`src/rtl/usb_irq_pkg.sv`:
```
package usb_irq_pkg;

  typedef enum logic [1:0] {
    SEL_STATUS = 2'd0,
    SEL_ENABLE = 2'd1,
    SEL_THRESH = 2'd2,
    SEL_NONE   = 2'd3
  } reg_sel_e;

  // Decode a word address into a register select.
  function automatic reg_sel_e decode_addr(input logic [7:0] addr);
    case (addr)
      8'd0:    return SEL_STATUS;
      8'd1:    return SEL_ENABLE;
      8'd2:    return SEL_THRESH;
      default: return SEL_NONE;
    endcase
  endfunction

  // Ticks between boundaries for a code, with codes above max_code clamped.
  function automatic int unsigned thr_span(input int unsigned code,
                                           input int unsigned max_code);
    int unsigned c;
    c = (code > max_code) ? max_code : code;
    return 32'd1 << c;
  endfunction

  // Status bits after one cycle: a hardware event outranks a software clear.
  function automatic logic [7:0] next_status(input logic [7:0] cur,
                                             input logic [7:0] evt,
                                             input logic [7:0] clr);
    return (cur & ~clr) | evt;
  endfunction

endpackage

```
`src/rtl/irq_thr_timer.sv`:
```
module irq_thr_timer
  import usb_irq_pkg::*;
#(
  parameter int MAX_CODE   = 6,
  parameter int THR_W      = 3,
  parameter int RESET_CODE = 3
) (
  input  logic             clk,
  input  logic             rst_n,
  input  logic             tick_i,
  input  logic             cfg_we_i,
  input  logic [THR_W-1:0] cfg_code_i,
  output logic [THR_W-1:0] code_o,
  output logic             boundary_o
);
  localparam int CNT_W = (MAX_CODE < 1) ? 1 : MAX_CODE;

  logic [THR_W-1:0] code_q;
  logic [CNT_W-1:0] cnt_q;
  logic [CNT_W-1:0] last_cnt;

  always_comb begin
    last_cnt   = CNT_W'(thr_span(32'(code_q), 32'(MAX_CODE)) - 1);
    boundary_o = tick_i && (cnt_q >= last_cnt);
  end

  always_ff @(posedge clk) begin
    if (!rst_n) begin
      code_q <= THR_W'(RESET_CODE);
      cnt_q  <= '0;
    end else if (cfg_we_i) begin
      code_q <= cfg_code_i;
      cnt_q  <= '0;
    end else if (boundary_o) begin
      cnt_q <= '0;
    end else if (tick_i) begin
      cnt_q <= cnt_q + 1'b1;
    end
  end

  assign code_o = code_q;
endmodule

```
`src/rtl/irq_status_bank.sv`:
```
module irq_status_bank
  import usb_irq_pkg::*;
#(
  parameter int              SRC_N      = 6,
  parameter logic [SRC_N-1:0] DEFER_MASK = 6'b100011
) (
  input  logic             clk,
  input  logic             rst_n,
  input  logic [SRC_N-1:0] evt_i,
  input  logic [SRC_N-1:0] clr_i,
  input  logic             boundary_i,
  output logic [SRC_N-1:0] sts_o,
  output logic [SRC_N-1:0] rel_o
);
  logic [SRC_N-1:0] sts_q;
  logic [SRC_N-1:0] sts_d;

  always_comb begin
    sts_d = SRC_N'(next_status(8'(sts_q), 8'(evt_i), 8'(clr_i)));
  end

  always_ff @(posedge clk) begin
    if (!rst_n) sts_q <= '0;
    else        sts_q <= sts_d;
  end

  genvar g;
  generate
    for (g = 0; g < SRC_N; g++) begin : g_src
      if (DEFER_MASK[g]) begin : g_defer
        logic rel_q;
        always_ff @(posedge clk) begin
          if (!rst_n) rel_q <= 1'b0;
          else        rel_q <= ((rel_q && !clr_i[g]) || (boundary_i && sts_q[g])) && sts_d[g];
        end
        assign rel_o[g] = rel_q;
      end else begin : g_imm
        assign rel_o[g] = 1'b1;
      end
    end
  endgenerate

  assign sts_o = sts_q;
endmodule

```
`src/rtl/irq_combiner.sv`:
```
module irq_combiner #(
  parameter int SRC_N = 6
) (
  input  logic             clk,
  input  logic             rst_n,
  input  logic             en_we_i,
  input  logic [SRC_N-1:0] en_wdata_i,
  input  logic [SRC_N-1:0] sts_i,
  input  logic [SRC_N-1:0] rel_i,
  output logic [SRC_N-1:0] en_o,
  output logic             irq_o
);
  logic [SRC_N-1:0] en_q;
  logic             irq_q;
  logic             irq_d;

  always_comb irq_d = |(sts_i & rel_i & en_q);

  always_ff @(posedge clk) begin
    if (!rst_n) begin
      en_q  <= '0;
      irq_q <= 1'b0;
    end else begin
      if (en_we_i) en_q <= en_wdata_i;
      irq_q <= irq_d;
    end
  end

  assign en_o  = en_q;
  assign irq_o = irq_q;
endmodule

```
`src/rtl/usb_host_irq_unit.sv`:
```
module usb_host_irq_unit
  import usb_irq_pkg::*;
#(
  parameter int               ADDR_W     = 4,
  parameter int               DATA_W     = 32,
  parameter int               SRC_N      = 6,
  parameter int               MAX_CODE   = 6,
  parameter int               THR_W      = 3,
  parameter int               RESET_CODE = 3,
  parameter logic [SRC_N-1:0] DEFER_MASK = 6'b100011
) (
  input  logic              clk,
  input  logic              rst_n,
  input  logic [SRC_N-1:0]  evt_i,
  input  logic              uframe_tick_i,
  input  logic [ADDR_W-1:0] reg_addr_i,
  input  logic [DATA_W-1:0] reg_wdata_i,
  input  logic              reg_we_i,
  output logic [DATA_W-1:0] reg_rdata_o,
  output logic              irq_o
);
  reg_sel_e         sel_w;
  logic             sts_we_w;
  logic             en_we_w;
  logic             thr_we_w;
  logic [SRC_N-1:0] clr_w;
  logic [SRC_N-1:0] sts_w;
  logic [SRC_N-1:0] rel_w;
  logic [SRC_N-1:0] en_w;
  logic [THR_W-1:0] code_w;
  logic             boundary_w;
  logic             unused_wdata;

  always_comb begin
    sel_w    = decode_addr(8'(reg_addr_i));
    sts_we_w = reg_we_i && (sel_w == SEL_STATUS);
    en_we_w  = reg_we_i && (sel_w == SEL_ENABLE);
    thr_we_w = reg_we_i && (sel_w == SEL_THRESH);
    clr_w    = sts_we_w ? reg_wdata_i[SRC_N-1:0] : '0;
  end

  assign unused_wdata = ^reg_wdata_i[DATA_W-1:SRC_N];

  irq_thr_timer #(
    .MAX_CODE  (MAX_CODE),
    .THR_W     (THR_W),
    .RESET_CODE(RESET_CODE)
  ) timer_i (
    .clk       (clk),
    .rst_n     (rst_n),
    .tick_i    (uframe_tick_i),
    .cfg_we_i  (thr_we_w),
    .cfg_code_i(reg_wdata_i[THR_W-1:0]),
    .code_o    (code_w),
    .boundary_o(boundary_w)
  );

  irq_status_bank #(
    .SRC_N     (SRC_N),
    .DEFER_MASK(DEFER_MASK)
  ) bank_i (
    .clk       (clk),
    .rst_n     (rst_n),
    .evt_i     (evt_i),
    .clr_i     (clr_w),
    .boundary_i(boundary_w),
    .sts_o     (sts_w),
    .rel_o     (rel_w)
  );

  irq_combiner #(
    .SRC_N(SRC_N)
  ) comb_i (
    .clk       (clk),
    .rst_n     (rst_n),
    .en_we_i   (en_we_w),
    .en_wdata_i(reg_wdata_i[SRC_N-1:0]),
    .sts_i     (sts_w),
    .rel_i     (rel_w),
    .en_o      (en_w),
    .irq_o     (irq_o)
  );

  always_comb begin
    case (sel_w)
      SEL_STATUS: reg_rdata_o = DATA_W'(sts_w);
      SEL_ENABLE: reg_rdata_o = DATA_W'(en_w);
      SEL_THRESH: reg_rdata_o = DATA_W'(code_w);
      default:    reg_rdata_o = '0;
    endcase
  end
endmodule

```
`config.mk`:
```
export PLATFORM = sky130hd
export DESIGN_NAME = usb_host_irq_unit
export DESIGN_NICKNAME = d
export VERILOG_FILES = /design/src/rtl/usb_irq_pkg.sv /design/src/rtl/irq_thr_timer.sv /design/src/rtl/irq_status_bank.sv /design/src/rtl/irq_combiner.sv /design/src/rtl/usb_host_irq_unit.sv
export SDC_FILE = /design/constraint.sdc
export NUM_CORES = 1
export LEC_CHECK = 0
export ABC_AREA = 1
export BUFFER_PORTS_ARGS = -buffer_cell sky130_fd_sc_hd__buf_4
export CORE_MARGIN = 4
export CORE_UTILIZATION = 46
export DETAILED_ROUTE_END_ITERATION = 12
export PLACE_DENSITY = 0.85
export SLEW_MARGIN = 20
export SYNTH_ARGS = -nofsm -noshare
export SYNTH_HDL_FRONTEND = slang
export SYNTH_HIERARCHICAL = 1
export SYNTH_SLANG_ARGS = --single-unit
```
`constraint.sdc`:
```
create_clock -name clk -period 2.3 [get_ports clk]
set_clock_uncertainty 0.15 [all_clocks]
set_input_delay 0.23 -clock clk [delete_from_list [all_inputs] [get_ports clk]]
set_output_delay 0.23 -clock clk [all_outputs]
set_load 0.02 [all_outputs]
```
==> insert_results.sql, run 1 <==
INSERT INTO impl_metrics (metric_group, metric, value, unit) VALUES
('floorplanning', 'die-area', '4660', 'µm²'),
('place', 'placedCellCount', '312', ''),
('setup_path', 'timing.critical_path.from', 'timer_i/code_o[1]', ''),
('worst_hold_path', 'hold_end', 'comb_i/en_o[2]', ''),
('flow_run', 'number_of_max_cap_violations', '0', ''),
('worst_hold_path', 'holdPathStages', '3', ''),
('logic_synthesis', 'yosys_warnings', '6', ''),
('setup_path', 'criticalPathCategory', 'reg2reg', ''),
('place', 'gp_congestion', '0.800', ''),
('detailed_routing', 'drtPass1Iterations', '4', ''),
('grt', 'antenna_found_initial', '0', ''),
('detailed_routing', 'route.antenna.remaining_nets', '0', ''),
('floorplanning', 'initial_core_util', '48.9', '%'),
('floorplanning', 'die_height', '68.3', 'µm'),
('power_and_ir_drop', 'clock_power_share', '23.8', '%'),
('setup_path', 'crit_path_depth', '11', ''),
('setup_path', 'top_family_by_delay_on_critical_path', 'simple AND/OR/NAND/NOR gates', ''),
('floorplanning', 'die_w', '68.3', 'µm'),
('setup_path', 'cp_slowest_cell', 'sky130_fd_sc_hd__dfxtp_1', ''),
('power_and_ir_drop', 'p_comb_share', '19.6', '%'),
('clock_tree', 'clk_pin_slew', '130', 'ps'),
('timing', 'timing_max_transition_violations_final', '0', ''),
('setup_path', 'timing.critical_path.mode_cell', 'sky130_fd_sc_hd__nand2_1', ''),
('timing', 'final_count_of_hold_timing_violations', '0', ''),
('clock_tree', 'cts_max_path_buffers', '2', ''),
('clock_tree', 'cts-resized-gates', '0', ''),
('cells_and_area', 'proportion_of_layout_cells_with_a_drive_suffix_above_1', '14.4', '%'),
('detailed_routing', 'dr_total_vias', '1478', ''),
('timing', 'setup-violations-final', '0', ''),
('setup_path', 'cp_data_required_time', '2380', 'ps'),
('place', 'dp.final_hpwl', '2430', 'µm'),
('place', 'port_buffers', '26', ''),
('grt', 'grt_first_pass_wirelength', '5480', 'µm'),
('setup_path', 'ff2ff_path_depth', '11', ''),
('setup_path', 'r2r-end', 'bank_i/g_src[1].g_defer.rel_q', ''),
('setup_path', 'critPathLaunchType', 'flop', ''),
('cells_and_area', 'finish.cell_count_without_fillers', '324', ''),
('setup_path', 'timing.critical_path.fanout_max', '7', ''),
('worst_hold_path', 'hold_path_startpoint', 'reg_wdata_i[2]', ''),
('cells_and_area', 'finish.utilization', '54.7', '%'),
('logic_synthesis', 'post_synth_inst_count', '247', ''),
('clock_tree', 'tritoncts', 'yes', ''),
('detailed_routing', 'route.detailed.drc', '0', ''),
('timing', 'fmax', '0.543', 'GHz'),
('timing', 'finalCriticalPeriod', '1840', 'ps'),
('outcome', 'outcome', 'complete, no violations', ''),
('timing', 'tns', '0', 'ps'),
('power_and_ir_drop', 'switch_pwr', '248', 'µW'),
('floorplanning', 'standard_cell_rows', '21', ''),
('cells_and_area', 'antenna_cells_inserted', '0', ''),
('grt', 'grt_max_degree', '19', ''),
('power_and_ir_drop', 'worst_ir_drop_vdd', '0.295', 'mV'),
('logic_synthesis', 'netlist_area', '1670', 'µm²'),
('cells_and_area', 'final_net_count', '332', ''),
('logic_synthesis', 'synthesis.area_per_instance', '6.76', 'µm²'),
('logic_synthesis', 'ys_ff_latch', '25', ''),
('power_and_ir_drop', 'p_int', '572', 'µW'),
('power_and_ir_drop', 'share_seq_of_total_power', '56.7', '%'),
('clock_tree', 'numCtsBuffers', '3', ''),
('power_and_ir_drop', 'leakagePower', '0.000972', 'µW'),
('detailed_routing', 'starting_drt_drc_count', '57', ''),
('grt', 'grt_usage', '15.2', '%'),
('clock_tree', 'post-cts-setup-buffer-count', '0', ''),
('clock_tree', 'cts.hold.buffers_added', '8', ''),
('timing', 'min_period_over_period', '80.1', '%'),
('detailed_routing', 'detail_route.wirelength', '3260', 'µm'),
('cells_and_area', 'synthesis_to_finish_area_growth', '11.9', '%'),
('setup_path', 'critical_path.n_buffers_inverters', '2', ''),
('logic_synthesis', 'seq_area_frac_synth', '30.0', '%'),
('clock_tree', 'cts_max_level', '1', ''),
('clock_tree', 'clock_tree.root_cell', 'sky130_fd_sc_hd__clkbuf_4', '');
worst min-delay path: stages:
cell	delay, ps
sky130_fd_sc_hd__buf_4	90
sky130_fd_sc_hd__nor2_1	40
sky130_fd_sc_hd__nor2_1	80
per-layer routing:
| layer | up-vias | global-route usage (%) | wire length, µm |
|---|---|---|---|
| li1 | 765 | - | - |
| met1 | 654 | 18.6 | 1430 |
| met4 | 0 | 4.47 | 39 |
| met2 | 54 | 27.1 | 1540 |
| met3 | 5 | 2.30 | 250 |
| met5 | - | 0 | 0 |
worst max-delay path by stage:
stage / to / slack, ps
floorplan: bank_i/g_src[0].g_defer.rel_q / 680
CTS: bank_i/g_src[1].g_defer.rel_q / 460
global route: bank_i/g_src[0].g_defer.rel_q / 230
detailed placement: bank_i/g_src[1].g_defer.rel_q / 500
global placement: bank_i/g_src[0].g_defer.rel_q / 530
finish: bank_i/g_src[1].g_defer.rel_q / 460
power groups by stage:
| stage | clock network [µW] | registers [µW] | logic, µW |
|---|---|---|---|
| after floorplan | 0 | 470 | 140 |
| after global placement | 0 | 473 | 145 |
| after detailed placement | 0 | 474 | 147 |
| after CTS | 198 | 464 | 158 |
| after global routing | 216 | 467 | 181 |
| final | 195 | 464 | 160 |
placed cells by master, fill, tap and decap left out:
master / instances
sky130_fd_sc_hd__nand2_1: 45
sky130_fd_sc_hd__nor2_1: 37
sky130_fd_sc_hd__inv_1: 35
sky130_fd_sc_hd__conb_1: 29
sky130_fd_sc_hd__nand3_1: 27
sky130_fd_sc_hd__buf_4: 26
sky130_fd_sc_hd__dfxtp_1: 25
sky130_fd_sc_hd__o21ai_0: 8
sky130_fd_sc_hd__dlygate4sd3_1: 8
sky130_fd_sc_hd__a21oi_1: 7
sky130_fd_sc_hd__ha_1: 7
sky130_fd_sc_hd__nor2_4: 4
sky130_fd_sc_hd__and2_0: 3
sky130_fd_sc_hd__clkbuf_4: 3
sky130_fd_sc_hd__inv_2: 2
sky130_fd_sc_hd__nand4_1: 2
sky130_fd_sc_hd__xor2_1: 2
sky130_fd_sc_hd__xnor2_1: 2
sky130_fd_sc_hd__nor2_2: 1
sky130_fd_sc_hd__nand3_2: 1
sky130_fd_sc_hd__clkinv_2: 1
sky130_fd_sc_hd__nand2_2: 1
sky130_fd_sc_hd__nand2_4: 1
sky130_fd_sc_hd__mux2i_1: 1
flip-flops by register name (all words and copies together) (netlist names):
register                    cells
bank_i/sts_o                    6
timer_i/code_o                  3
timer_i/cnt_q                   6
comb_i/irq_o                    1
bank_i/g_src.g_defer.rel_q      3
comb_i/en_o                     6
cell families (layout without fill, tap and decap cells):
group | after synthesis | after routing | share of synthesized area, %
muxes | 1 | 1 | 0.599
adders and majority gates | 7 | 7 | 5.24
and+or+nand+nor | 122 | 122 | 33.1
AOI/OAI and AO/OA | 15 | 15 | 4.49
buffers and inverters | 71 | 75 | 24.0
xor gates and xnor gates | 4 | 4 | 2.10
other | 2 | 29 | 0.450
DFF | 25 | 25 | 30.0
area by class of cell:
type | instances | area (µm²)
flip-flops and latches | 25 | 500
multi-input cells | 178 | 870
repair buffers | 34 | 275
fillers | 343 | 1550
inverters | 37 | 139
clock inverters | 1 | 5.00
clock buffers | 3 | 22.5
well taps | 46 | 57.6
synthesized netlist by cell type, drive strengths merged:
library cell | number | area share [%]
buf | 34 | 16
conb | 2 | 0.45
dfxtp | 25 | 30
nand2 | 47 | 11
ha | 7 | 5.2
xnor2 | 2 | 1.0
o21ai | 8 | 2.4
nor2 | 42 | 11
nand4 | 2 | 0.75
xor2 | 2 | 1.0
nand3 | 28 | 8.7
and2 | 3 | 1.1
mux2i | 1 | 0.60
a21oi | 7 | 2.1
inv | 37 | 8.3
metrics by stage:
step                setup slack (ps)  power (µW)  instance area, µm²  hold slack, ps
floorplan                        678         609                1770             164
global placement                 527         618                1760             285
detailed placement               497         621                1760             292
CTS                              464         821                1870            2.84
global route                     235         864                1870            33.7
finish                           458         820                1870            2.20
(Power assumes the default switching activity.)
==> run 2: changes to the inputs <==
- clock period: 2.3 -> 1.9 ns (I/O delays scaled with it)
==> run 2 against run 1 <==
Effect of this change:
- cell area rose by 6.2%
- register-to-register slack worse by 310 ps
- hold slack improved by 31 ps
- sequential power rose by 20%
- power grew 24%
- cell count grew 3.1%
- fmax grew 5.3%
- flip-flop and latch count is the same
- global-route usage up 0.27 points
- worst setup slack got worse by 310 ps
- non-clock buffer count is 10 higher
- critical path type unchanged
==> insert_results.sql, run 2 (synthesis gave the netlist of run 1 again) <==
INSERT INTO impl_metrics (metric_group, metric, value, unit) VALUES
('grt', 'grt_pass1_vias', '1342', ''),
('detailed_routing', 'wire_per_inst', '10.5', 'µm'),
('detailed_routing', 'top_signal_layer_used', 'met4', ''),
('grt', 'globalRoute.totalOverflow', '0', ''),
('timing', 'timing_max_transition_violations_final', '0', ''),
('timing', 'final_count_of_hold_timing_violations', '0', ''),
('power_and_ir_drop', 'sum_of_internal_switching_and_leakage_power', '1010', 'µW'),
('detailed_routing', 'routed-wl-met2', '1670', 'µm'),
('cells_and_area', 'most-common-layout-cells', '42 x sky130_fd_sc_hd__nand2_1, 36 x sky130_fd_sc_hd__nor2_1, 33 x sky130_fd_sc_hd__inv_1, 29 x sky130_fd_sc_hd__conb_1, 29 x sky130_fd_sc_hd__buf_4', ''),
('place', 'setup_slack_placement', '87.3', 'ps'),
('grt', 'grt_usage', '15.4', '%'),
('timing', 'tns', '0', 'ps'),
('floorplanning', 'die_height', '68.3', 'µm'),
('floorplanning', 'die-area', '4660', 'µm²'),
('setup_path', 'worst-r2r-setup-slack', '150', 'ps'),
('cells_and_area', 'most_common_library_cell_in_the_layout_ignoring_fill_and_taps', 'sky130_fd_sc_hd__nand2_1', ''),
('timing', 'worst_slack', '151', 'ps'),
('timing', 'setup-violations-final', '0', ''),
('power_and_ir_drop', 'leakagePower', '0.00101', 'µW'),
('place', 'dp.final_hpwl', '2520', 'µm'),
('setup_path', 'timing.critical_path.fanout_max', '5', ''),
('setup_path', 'criticalPathCategory', 'reg2reg', ''),
('floorplanning', 'standard_cell_rows', '21', ''),
('cells_and_area', 'synthesis_to_finish_area_growth', '18.8', '%'),
('timing', 'min_period_over_period', '92.1', '%'),
('detailed_routing', 'starting_drt_drc_count', '71', ''),
('setup_path', 'critical_path.endpoint', 'bank_i/g_src[0].g_defer.rel_q', ''),
('clock_tree', 'cts_max_path_buffers', '2', ''),
('detailed_routing', 'detail_route.wirelength', '3520', 'µm'),
('cells_and_area', 'finish.cell_count_without_fillers', '334', ''),
('clock_tree', 'insertion_delay', '320', 'ps'),
('flow_run', 'number_of_max_cap_violations', '0', ''),
('place', 'port_buffers', '26', ''),
('cells_and_area', 'antenna_cells_inserted', '0', ''),
('setup_path', 'timing.critical_path.from', 'timer_i/code_o[0]', ''),
('clock_tree', 'numCtsBuffers', '3', ''),
('floorplanning', 'die_w', '68.3', 'µm'),
('power_and_ir_drop', 'worst_ir_drop_vdd', '0.269', 'mV'),
('clock_tree', 'clk_pin_slew', '140', 'ps'),
('grt', 'grt_max_degree', '16', ''),
('worst_hold_path', 'holdPathStages', '3', ''),
('timing', 'fmax', '0.572', 'GHz'),
('timing', 'finalCriticalPeriod', '1750', 'ps'),
('grt', 'antenna_found_initial', '0', ''),
('setup_path', 'critPathLaunchType', 'flop', ''),
('power_and_ir_drop', 'power_density', '511', 'nW/µm²'),
('setup_path', 'ff2ff_path_depth', '14', ''),
('setup_path', 'timing.critical_path.arrival', '1870', 'ps'),
('detailed_routing', 'drtPass1Iterations', '4', ''),
('detailed_routing', 'dr_total_vias', '1497', ''),
('floorplanning', 'boundaryPins', '79', ''),
('floorplanning', 'initial_core_util', '48.9', '%'),
('cells_and_area', 'finish.utilization', '58.1', '%'),
('setup_path', 'regToRegStartpoint', 'timer_i/code_o[0]', ''),
('clock_tree', 'tritoncts', 'yes', ''),
('floorplanning', 'core_box_area', '3420', 'µm²'),
('worst_hold_path', 'worst_hold_path_type', 'in2reg', ''),
('detailed_routing', 'avgViaCountPerCell', '4.48', ''),
('setup_path', 'cp_data_required_time', '2020', 'ps'),
('clock_tree', 'clock_tree.root_cell', 'sky130_fd_sc_hd__clkbuf_4', ''),
('place', 'placedCellCount', '315', ''),
('clock_tree', 'cts_sinks', '25', ''),
('place', 'gp_congestion', '0.812', ''),
('clock_tree', 'cts_max_level', '1', ''),
('detailed_routing', 'route.detailed.drc', '0', ''),
('grt', 'grt_first_pass_wirelength', '5530', 'µm'),
('detailed_routing', 'route.antenna.remaining_nets', '0', ''),
('cells_and_area', 'proportion_of_layout_cells_with_a_drive_suffix_above_1', '17.7', '%'),
('outcome', 'outcome', 'complete, no violations', ''),
('setup_path', 'element_type_at_the_critical_path_end', 'flop', ''),
('detailed_routing', 'wirelength_met1', '1500', 'µm'),
('cells_and_area', 'final_net_count', '342', ''),
('detailed_routing', 'met3RoutedLength', '259', 'µm'),
('setup_path', 'r2r-end', 'bank_i/g_src[0].g_defer.rel_q', '');
[run 2: cell count changes in the layout (fill, tap and decap cells not counted), sizes merged]
| cell | previous run | this run |
|---|---|---|
| clkinv | 1 | 0 |
| buf | 26 | 29 |
| dlygate4sd3 | 8 | 15 |
| clkbuf | 3 | 4 |
[run 2: what timing repair did]
item                                   CTS  global route
endpoints found under the hold margin   15             0
gates resized for setup                  0            13
setup endpoints to repair                0             3
hold buffers                            15             0
buffers inserted                         0             0
[run 2: worst min path at each step]
| stage | start | endpoint | slack (ps) |
|---|---|---|---|
| after detailed placement | evt_i[3] | bank_i/sts_o[3] | 250 |
| after global routing | uframe_tick_i | timer_i/cnt_q[1] | 60 |
| after floorplan | rst_n | timer_i/code_o[0] | 120 |
| after global placement | evt_i[4] | bank_i/sts_o[4] | 240 |
| final | uframe_tick_i | timer_i/cnt_q[0] | 30 |
| after CTS | uframe_tick_i | timer_i/cnt_q[0] | 20 |
[run 2: per-layer routing]
metal,track usage (%),up-vias
li1,-,781
met4,6.95,0
met2,26.4,69
met5,0,-
met1,19.2,635
met3,1.81,12
[run 2: metrics by stage]
stage | hold WS (ps) | cell area, µm²
after detailed placement | 254 | 1780
after global placement | 245 | 1780
after global routing | 58.2 | 1980
final | 33.2 | 1980
after CTS | 21.2 | 1960
after floorplan | 124 | 1770
[run 2: area by class of cell]
class	count	area [µm²]
Multi-Input combinational cell	178	885
Fill cell	324	1430
Tap cell	46	57.6
Timing Repair Buffer	44	368
Inverter	37	139
Clock buffer	4	26.3
Sequential cell	25	509
[run 2: report_power, final]
group          switching (µW)  leakage [µW]  internal, µW
Combinational             130      0.000789          83.6
Sequential               17.1      0.000204           541
Clock                     161     0.0000150          82.3
Total                     308       0.00101           706
[run 2: critical path, cell delays in order, from the launching register on]
cell and delay, ps:
sky130_fd_sc_hd__dfxtp_4 390, sky130_fd_sc_hd__nor2_4 120, sky130_fd_sc_hd__nand2_2 70, sky130_fd_sc_hd__ha_1 270
sky130_fd_sc_hd__inv_1 30, sky130_fd_sc_hd__nand2_1 50, sky130_fd_sc_hd__nand2_1 40, sky130_fd_sc_hd__nand2_1 50
sky130_fd_sc_hd__nand2_1 50, sky130_fd_sc_hd__nand2_2 60, sky130_fd_sc_hd__nand2_2 70, sky130_fd_sc_hd__inv_2 70
sky130_fd_sc_hd__nand2_1 50, sky130_fd_sc_hd__and2_0 140, sky130_fd_sc_hd__nor2_1 90
==> run 3: changes to the inputs <==
- CORE_ASPECT_RATIO: default -> 0.75
==> run 3 against run 2 <==
Effect of this change:
- the flow now finishes with violations (negative hold slack)
- clock-buffer cell count unchanged
- die area up 0.21%
- power up 4.0%
- critical path type unchanged
==> insert_results.sql, run 3 (synthesis gave the netlist of run 1 again) <==
INSERT INTO impl_metrics (metric_group, metric, value, unit) VALUES
('power_and_ir_drop', 'worst_ir_drop_vdd', '0.324', 'mV'),
('floorplanning', 'die_w', '77.6', 'µm'),
('setup_path', 'criticalPathCategory', 'reg2reg', ''),
('outcome', 'outcome', 'complete, but fails checks', ''),
('clock_tree', 'clk_pin_slew', '80', 'ps'),
('cells_and_area', 'finish.utilization', '55.1', '%'),
('timing', 'whs', '-2.91', 'ps'),
('power_and_ir_drop', 'leakagePower', '0.000973', 'µW'),
('setup_path', 'cp_slowest_cell', 'sky130_fd_sc_hd__dfxtp_2', ''),
('clock_tree', 'cts_max_level', '1', ''),
('setup_path', 'timing.critical_path.arrival', '1760', 'ps'),
('floorplanning', 'initial_core_util', '49.4', '%'),
('timing', 'fmax', '0.573', 'GHz'),
('detailed_routing', 'starting_drt_drc_count', '75', ''),
('timing', 'timing_max_transition_violations_final', '0', ''),
('clock_tree', 'tritoncts', 'yes', ''),
('setup_path', 'critPathMaxStageDelay', '390', 'ps'),
('place', 'port_buffers', '26', ''),
('floorplanning', 'die-area', '4670', 'µm²'),
('detailed_routing', 'avgViaCountPerCell', '4.49', ''),
('detailed_routing', 'detail_route.wirelength', '3170', 'µm'),
('floorplanning', 'die_height', '60.2', 'µm'),
('power_and_ir_drop', 'clock_power_share', '28.9', '%'),
('outcome', 'failing_checks', 'negative hold slack', ''),
('grt', 'antenna_found_initial', '0', ''),
('power_and_ir_drop', 'power_density', '567', 'nW/µm²'),
('setup_path', 'critPathLaunchType', 'flop', ''),
('cells_and_area', 'antenna_cells_inserted', '0', ''),
('grt', 'globalRoute.totalOverflow', '0', ''),
('setup_path', 'timing.critical_path.mode_cell', 'sky130_fd_sc_hd__nand2_1', ''),
('grt', 'grt_usage', '13.1', '%'),
('cells_and_area', 'finish.cell_count_without_fillers', '316', ''),
('cells_and_area', 'regArea', '507', 'µm²'),
('cells_and_area', 'most-common-layout-cells', '45 x sky130_fd_sc_hd__nand2_1, 37 x sky130_fd_sc_hd__nor2_1, 34 x sky130_fd_sc_hd__inv_1, 29 x sky130_fd_sc_hd__conb_1, 29 x sky130_fd_sc_hd__buf_4', ''),
('place', 'placedCellCount', '309', ''),
('cells_and_area', 'final_net_count', '330', ''),
('timing', 'finalCriticalPeriod', '1740', 'ps'),
('flow_run', 'number_of_max_cap_violations', '0', ''),
('clock_tree', 'cts_max_path_buffers', '2', ''),
('place', 'gp_congestion', '0.803', ''),
('cells_and_area', 'synthesis_to_finish_area_growth', '11.5', '%'),
('power_and_ir_drop', 'sum_of_internal_switching_and_leakage_power', '1050', 'µW'),
('timing', 'min_period_over_period', '91.8', '%'),
('clock_tree', 'insertion_delay', '260', 'ps'),
('setup_path', 'worstPathCellList', 'nand2_1, ha_1, nand2_1, inv_1, a21oi_2, nand2_1, nand2_1, inv_1, nand2_1, and2_0, nor2_1', ''),
('detailed_routing', 'route.antenna.remaining_nets', '0', ''),
('grt', 'grt_max_degree', '16', ''),
('power_and_ir_drop', 'p_comb_share', '18.3', '%'),
('floorplanning', 'standard_cell_rows', '18', ''),
('grt', 'grt_pass1_vias', '1125', ''),
('place', 'dp.final_hpwl', '2580', 'µm'),
('worst_hold_path', 'worst_hold_path_type', 'in2reg', ''),
('power_and_ir_drop', 'share_seq_of_total_power', '52.9', '%'),
('detailed_routing', 'wire_per_inst', '10.0', 'µm'),
('floorplanning', 'core_box_area', '3380', 'µm²'),
('setup_path', 'timing.critical_path.fanout_max', '6', ''),
('setup_path', 'element_type_at_the_critical_path_end', 'flop', ''),
('detailed_routing', 'route.detailed.drc', '0', ''),
('cells_and_area', 'proportion_of_layout_cells_with_a_drive_suffix_above_1', '17.0', '%'),
('detailed_routing', 'drtPass1Iterations', '4', ''),
('place', 'setup_slack_placement', '55.1', 'ps'),
('power_and_ir_drop', 'switch_pwr', '295', 'µW'),
('setup_path', 'cp_data_required_time', '1920', 'ps'),
('clock_tree', 'post-cts-setup-buffer-count', '0', ''),
('clock_tree', 'numCtsBuffers', '3', ''),
('floorplanning', 'boundaryPins', '79', ''),
('clock_tree', 'clock_tree.root_cell', 'sky130_fd_sc_hd__clkbuf_8', ''),
('clock_tree', 'cts_sinks', '25', ''),
('timing', 'worst_slack', '156', 'ps'),
('detailed_routing', 'dr_total_vias', '1420', ''),
('power_and_ir_drop', 'netSwitchingFraction', '28.0', '%'),
('cells_and_area', 'most_common_library_cell_in_the_layout_ignoring_fill_and_taps', 'sky130_fd_sc_hd__nand2_1', ''),
('power_and_ir_drop', 'p_int', '759', 'µW'),
('cells_and_area', 'multiInputGateArea', '873', 'µm²'),
('timing', 'final_count_of_hold_timing_violations', '1', ''),
('cells_and_area', 'nFillCells', '332', ''),
('timing', 'setup-violations-final', '0', ''),
('grt', 'grt_first_pass_wirelength', '4890', 'µm');
==> run 3: final cells by class <==
class                   instances  share of cell area [%]
flip-flops and latches         25                    27.2
multi-input cells             178                    46.9
well taps                      40                    2.69
inverters                      37                    7.46
clock buffers                   4                    2.42
repair buffers                 32                    13.3
==> run 3: final timing paths <==
check / end / startpoint / cells after the start / slack, ps
setup reg to reg: bank_i/g_src[1].g_defer.rel_q / timer_i/code_o[2] / 11 / 160
setup / recovery: bank_i/g_src[1].g_defer.rel_q / timer_i/code_o[2] / 11 / 160
hold / removal: bank_i/sts_o[2] / evt_i[2] / 3 / -3
hold reg to reg: timer_i/code_o[0] / timer_i/code_o[0] / 2 / 360
==> run 3: per-layer routing <==
metal	up-vias	GRT usage (%)	part of all wire, %
met4	0	3.81	0.88
met5	-	0	0
met2	52	20.7	44
met1	607	18.1	47
met3	5	2.71	8.2
li1	756	-	-
==> run 3: power by group through the flow <==
stage	Clock [µW]	Combinational (µW)	Sequential (µW)
2_1_floorplan	0	169	569
3_3_place_gp	0	184	569
3_5_place_dp	0	186	570
4_1_cts	316	190	558
5_1_grt	337	214	560
6_report	304	193	558
==> run 3: critical path, delay by kind of cell, from the launching register on <==
family / cells / cell delay, ps
simple gates: 7 / 540
flops: 1 / 390
compound gates: 1 / 130
fa+ha+maj: 1 / 300
buf+inv: 2 / 140
==> run 3: what timing repair did <==
item	CTS	global route
hold buffers	2	1
gates resized for setup	0	6
setup endpoints to repair	0	3
endpoints found under the hold margin	2	1
==> run 3: stage by stage <==
stage                     setup TNS (ps)  cell area (µm²)
after floorplan                        0             1770
after global routing              -0.899             1860
after CTS                              0             1840
after detailed placement               0             1780
after global placement                 0             1780
final                                  0             1860
